## src/rtl/dtg_pkg.sv

```systemverilog
package dtg_pkg;
  // decode requests from the control counter to the datapath registers
  typedef struct packed {
    logic loadHit;
    logic sampleHit;
  } strobeReq_t;
endpackage

```

## src/rtl/dtg_ctrl.sv

```systemverilog
module dtg_ctrl
  import dtg_pkg::*;
#(
  parameter int CNT_W       = 3,
  parameter int LOAD_BITS   = 2,
  parameter int SAMPLE_CODE = 6
) (
  input  logic             clk,
  input  logic             rst,
  output logic [CNT_W-1:0] count,
  output logic             byteSel,
  output strobeReq_t       req
);
  localparam logic [CNT_W-1:0] CNT_TOP   = '1;
  localparam logic [CNT_W-1:0] SAMPLE_AT = CNT_W'(SAMPLE_CODE);

  logic wrap;
  assign wrap = (count == CNT_TOP);

  always_ff @(posedge clk) begin
    if (rst) begin
      count   <= '0;
      byteSel <= 1'b0;
    end else begin
      count   <= count + 1'b1;
      byteSel <= byteSel ^ wrap;
    end
  end

  always_comb begin
    req           = '0;
    req.loadHit   = &count[LOAD_BITS-1:0];
    req.sampleHit = (count == SAMPLE_AT);
  end

  assert_count_step_R2: assert property (@(posedge clk) disable iff (rst)
    1'b1 |=> count == CNT_W'($past(count) + 1'b1));
  assert_byte_toggle_R4: assert property (@(posedge clk) disable iff (rst)
    (count == CNT_TOP) |=> byteSel != $past(byteSel));
  assert_byte_hold_R4: assert property (@(posedge clk) disable iff (rst)
    (count != CNT_TOP) |=> $stable(byteSel));
endmodule

```

## src/rtl/dtg_dpath.sv

```systemverilog
module dtg_dpath
  import dtg_pkg::*;
(
  input  logic       clk,
  input  logic       rst,
  input  strobeReq_t req,
  input  logic       serBlankIn,
  output logic       loadN,
  output logic       sampleEnN,
  output logic       blankDly
);
  always_ff @(posedge clk) begin
    if (rst) begin
      loadN     <= 1'b1;
      sampleEnN <= 1'b1;
      blankDly  <= 1'b0;
    end else begin
      loadN     <= ~req.loadHit;
      sampleEnN <= ~req.sampleHit;
      blankDly  <= serBlankIn;
    end
  end

  assert_load_single_R5: assert property (@(posedge clk) disable iff (rst)
    !loadN |=> loadN);
  assert_load_follows_R5: assert property (@(posedge clk) disable iff (rst)
    req.loadHit |=> !loadN);
  assert_sample_single_R6: assert property (@(posedge clk) disable iff (rst)
    !sampleEnN |=> sampleEnN);
  assert_blank_delay_R7: assert property (@(posedge clk) disable iff (rst)
    1'b1 |=> blankDly == $past(serBlankIn));
endmodule

```

## src/rtl/dot_timing_gen.sv

```systemverilog
module dot_timing_gen
  import dtg_pkg::*;
#(
  parameter int CNT_W       = 3,
  parameter int LOAD_BITS   = 2,
  parameter int SAMPLE_CODE = 6
) (
  input  logic                 clk,
  input  logic                 rst,
  input  logic                 serBlankIn,
  output logic [LOAD_BITS-1:0] cntLow,
  output logic                 vidClk,
  output logic                 byteSel,
  output logic                 loadN,
  output logic                 sampleEnN,
  output logic                 blankDly
);
  logic [CNT_W-1:0] count;
  strobeReq_t       req;

  dtg_ctrl #(.CNT_W(CNT_W), .LOAD_BITS(LOAD_BITS), .SAMPLE_CODE(SAMPLE_CODE)) u_ctrl (
    .clk(clk), .rst(rst), .count(count), .byteSel(byteSel), .req(req)
  );

  dtg_dpath u_dpath (
    .clk(clk), .rst(rst), .req(req), .serBlankIn(serBlankIn),
    .loadN(loadN), .sampleEnN(sampleEnN), .blankDly(blankDly)
  );

  assign cntLow = count[LOAD_BITS-1:0];
  assign vidClk = count[CNT_W-1];

  assert_reset_state_R1: assert property (@(posedge clk)
    rst |=> (count == '0) && !byteSel && loadN && sampleEnN && !blankDly);
endmodule

```

## config.mk

```make
export PLATFORM = sky130hd
export DESIGN_NAME = dot_timing_gen
export DESIGN_NICKNAME = d
export VERILOG_FILES = /design/src/rtl/dtg_pkg.sv /design/src/rtl/dtg_ctrl.sv /design/src/rtl/dtg_dpath.sv /design/src/rtl/dot_timing_gen.sv
export SDC_FILE = /design/constraint.sdc
export NUM_CORES = 1
export LEC_CHECK = 0
export ABC_AREA = 1
export ABC_CLOCK_PERIOD_IN_PS = 2600
export BUFFER_PORTS_ARGS = -buffer_cell sky130_fd_sc_hd__buf_4
export CAP_MARGIN = 20
export CORE_AREA = 4 4 41 43
export DETAILED_ROUTE_END_ITERATION = 6
export DIE_AREA = 0 0 45 47
export HOLD_SLACK_MARGIN = 0.02
export PLACE_DENSITY_LB_ADDON = 0.15
export SLEW_MARGIN = 20
export SYNTH_ARGS = -nofsm -noshare
export SYNTH_HDL_FRONTEND = slang
export SYNTH_SLANG_ARGS = --single-unit
```

## constraint.sdc

```tcl
create_clock -name clk -period 2.6 [get_ports clk]
set_clock_uncertainty 0.15 [all_clocks]
set_input_delay 0 -clock clk [delete_from_list [all_inputs] [get_ports clk]]
set_output_delay 0 -clock clk [all_outputs]
set_load 0.005 [all_outputs]
```

==> impl_metrics.ini <==
[placed_design]
placed_area_sq_um = 323
place.gp.congestion = 0.600
post-place-ws_ns = 1.40
dp.cells = 48
portBuffers = 9
hpwlAfterDp_microns = 350

[grt]
track_usage_pct = 5.54
antenna_found_initial = 0
grt_max_degree = 6
use_met2_pct = 7.63
globalRouteMet3Util_pct = 3.07
grt_pass1_wl_microns = 752
gr-total-overflow = 0
first_global_vias = 179
busiest_layer = met4
use_met1_pct = 4.58

[critical_path]
critPathRequiredTime_ns = 2.64
cp-start-kind = input pin
cpPeakStageDelay_ns = 0.54
critPathKind = in -> reg
crit_path_max_fanout = 5
crit_chain = dlygate4sd3_1 -> buf_4 -> nor2_1 -> dlygate4sd3_1
cp-end-kind = flop
cp.arrival_ns = 1.31
critPathSlowestCell = dlygate4sd3_1
worst_path_most_repeated_cell = dlygate4sd3_1

[timing]
maxSlewViolCount = 0
finalSetupViolations = 0
fin_tns_setup_ns = 0
min_period_over_period_pct = 48.9
timing.slew.headroom_pct = 89.9
final-hold-violation-count = 0
worst_pin_slew_ns = 0.151
layout_min_cycle_time_ns = 1.27
rsz0062_at_grt = false
worst_slack_ns = 1.33
fmax_mhz = 786

[route]
drt-total-wl_microns = 451
vias = 205
routedWlPerCell_microns = 8.35
ant_nets = 0
viasPerCell = 3.80
drtPass1Iterations = 2
drc = 0
drt_iter0_drc = 5

[run_status]
outcome = finished, final reports clean

[synth]
yosys.area_share.simple_pct = 18.5
synth_nets = 30
synth_mux_area_share_pct = 0
yosysTopAreaCellShare_pct = 59.3
synth_compound_area_share_pct = 0
syn_area_per_cell_sq_um = 9.85
synth_top_cell_by_area = dfxtp_1
ys_warn_count = 0
syn_inst = 24
ys_types = 9
synth_fa_ha_area_share_pct = 15.9
synth_area_sq_um = 236
synth-xor-area-share_pct = 0
synth_top_family_by_area = simple AND/OR/NAND/NOR gates
seq_area_frac_synth_pct = 59.3
ys_top_cells_by_area = dfxtp_1 (59%), ha_1 (16%), nor2_1 (7.9%)
synth_seq_cells = 7

[floorplanning]
core-area_sq_um = 1300
fp-row-count = 13
dieArea_sq_um = 2120
die_w_microns = 45
num_io_pins = 10
die_h_microns = 47
start_util_pct = 18.2

[final_layout]
syn2layout_area_growth_pct = 56.1
drive_gt1_share_pct = 38.5
n_antenna_cell = 0
final_nets = 46
final_core_util_pct = 28.4
finalNonFillerCells = 54
final_common_cell = buf_4
fillerInstances = 156
final_cell_mix = buf_4 (9), dfxtp_1 (7), nor2_1 (5)
fin_area_sq_um = 369

[pwr]
ir_worst_vdd_mv = 0.187
p_leak_nw = 0.183
cellPowerDensity_nw_per_um2 = 646

[clocking]
clock_sinks = 7
cts-root-buf = clkbuf_4
cts_buffers = 3
cts_buffer_depth = 2
htree_levels = 1
cts_tree = yes
clk_pin_slew_ns = 0.05
clk_latency_ns = 0.25

[run]
maxCapViolCount = 0

[min_path]
min_path_type = reg -> reg
-- cells by family after synthesis --
family	count (synthesis)
adder cells (fa/ha/maj)	3
buffers and inverters	4
flip-flops	7
AND/OR/NAND/NOR	10
-- synthesized netlist by cell type --
| master | instances |
|---|---|
| nand2_1 | 2 |
| dfxtp_1 | 7 |
| ha_1 | 3 |
| nand2_2 | 1 |
| nand3_1 | 1 |
| inv_1 | 3 |
| nor2_2 | 1 |
| inv_2 | 1 |
| nor2_1 | 5 |
-- layer usage --
metal / wire, microns / vias to the layer above
li1: - / 102
met1: 179 / 93
met2: 194 / 8
met3: 68 / 2
met4: 9 / 0
met5: 0 / -
-- power breakdown --
part / leakage, nW / switching (W) / internal [W]
Combinational: 0.111 / 0.00000921 / 0.0000139
Sequential: 0.0575 / 0.00000388 / 0.000113
Clock: 0.0150 / 0.0000402 / 0.0000586
-- worst max-delay path, delay by kind of cell --
| kind | cells | cell delay, ns |
|---|---|---|
| buf+inv | 3 | 1.22 |
| simple gates | 1 | 0.08 |
-- flip-flops by register name, summed over array words and instances (netlist names) --
signal	flops
u_ctrl.byteSel	1
u_ctrl.count	3
u_dpath.blankDly	1
u_dpath.loadN	1
u_dpath.sampleEnN	1
-- metrics by stage --
stage / hold slack (ns) / power (W)
2_1_floorplan: -0.0788 / 0.000127
3_3_place_gp: 0.0545 / 0.000140
3_5_place_dp: 0.0585 / 0.000140
4_1_cts: 0.285 / 0.000244
5_1_grt: 0.324 / 0.000251
6_report: 0.290 / 0.000239
-- worst paths after layout --
path / startpoint / end / slack [ns] / cells after the start
worst max-delay path: rst / u_dpath.blankDly / 1.33 / 4
worst min-delay path: u_ctrl.count[2] / u_dpath.sampleEnN / 0.29 / 1
worst max register to register: u_ctrl.count[0] / u_ctrl.byteSel / 1.40 / 4
worst min register to register: u_ctrl.count[2] / u_dpath.sampleEnN / 0.29 / 1
-- repair_timing --
| action | in CTS | in global routing |
|---|---|---|
| gates resized for setup | 0 | 0 |
| hold endpoints to repair | 7 | 0 |
| endpoints found under the setup margin | 0 | 0 |
| buffers inserted | 0 | 0 |
| hold buffers | 2 | 0 |
-- layout make-up --
class                           instances  area (sq um)  share of cell area (%)
Sequential cell                         7           140                    38.0
Clock buffer                            4          26.3                    7.12
Inverter                                4          15.0                    4.07
Timing Repair Buffer                   11          87.6                    23.7
Multi-Input combinational cell         13          81.3                    22.0
Tap cell                               15          18.8                    5.08
Power figures use the tool's default switching activity.
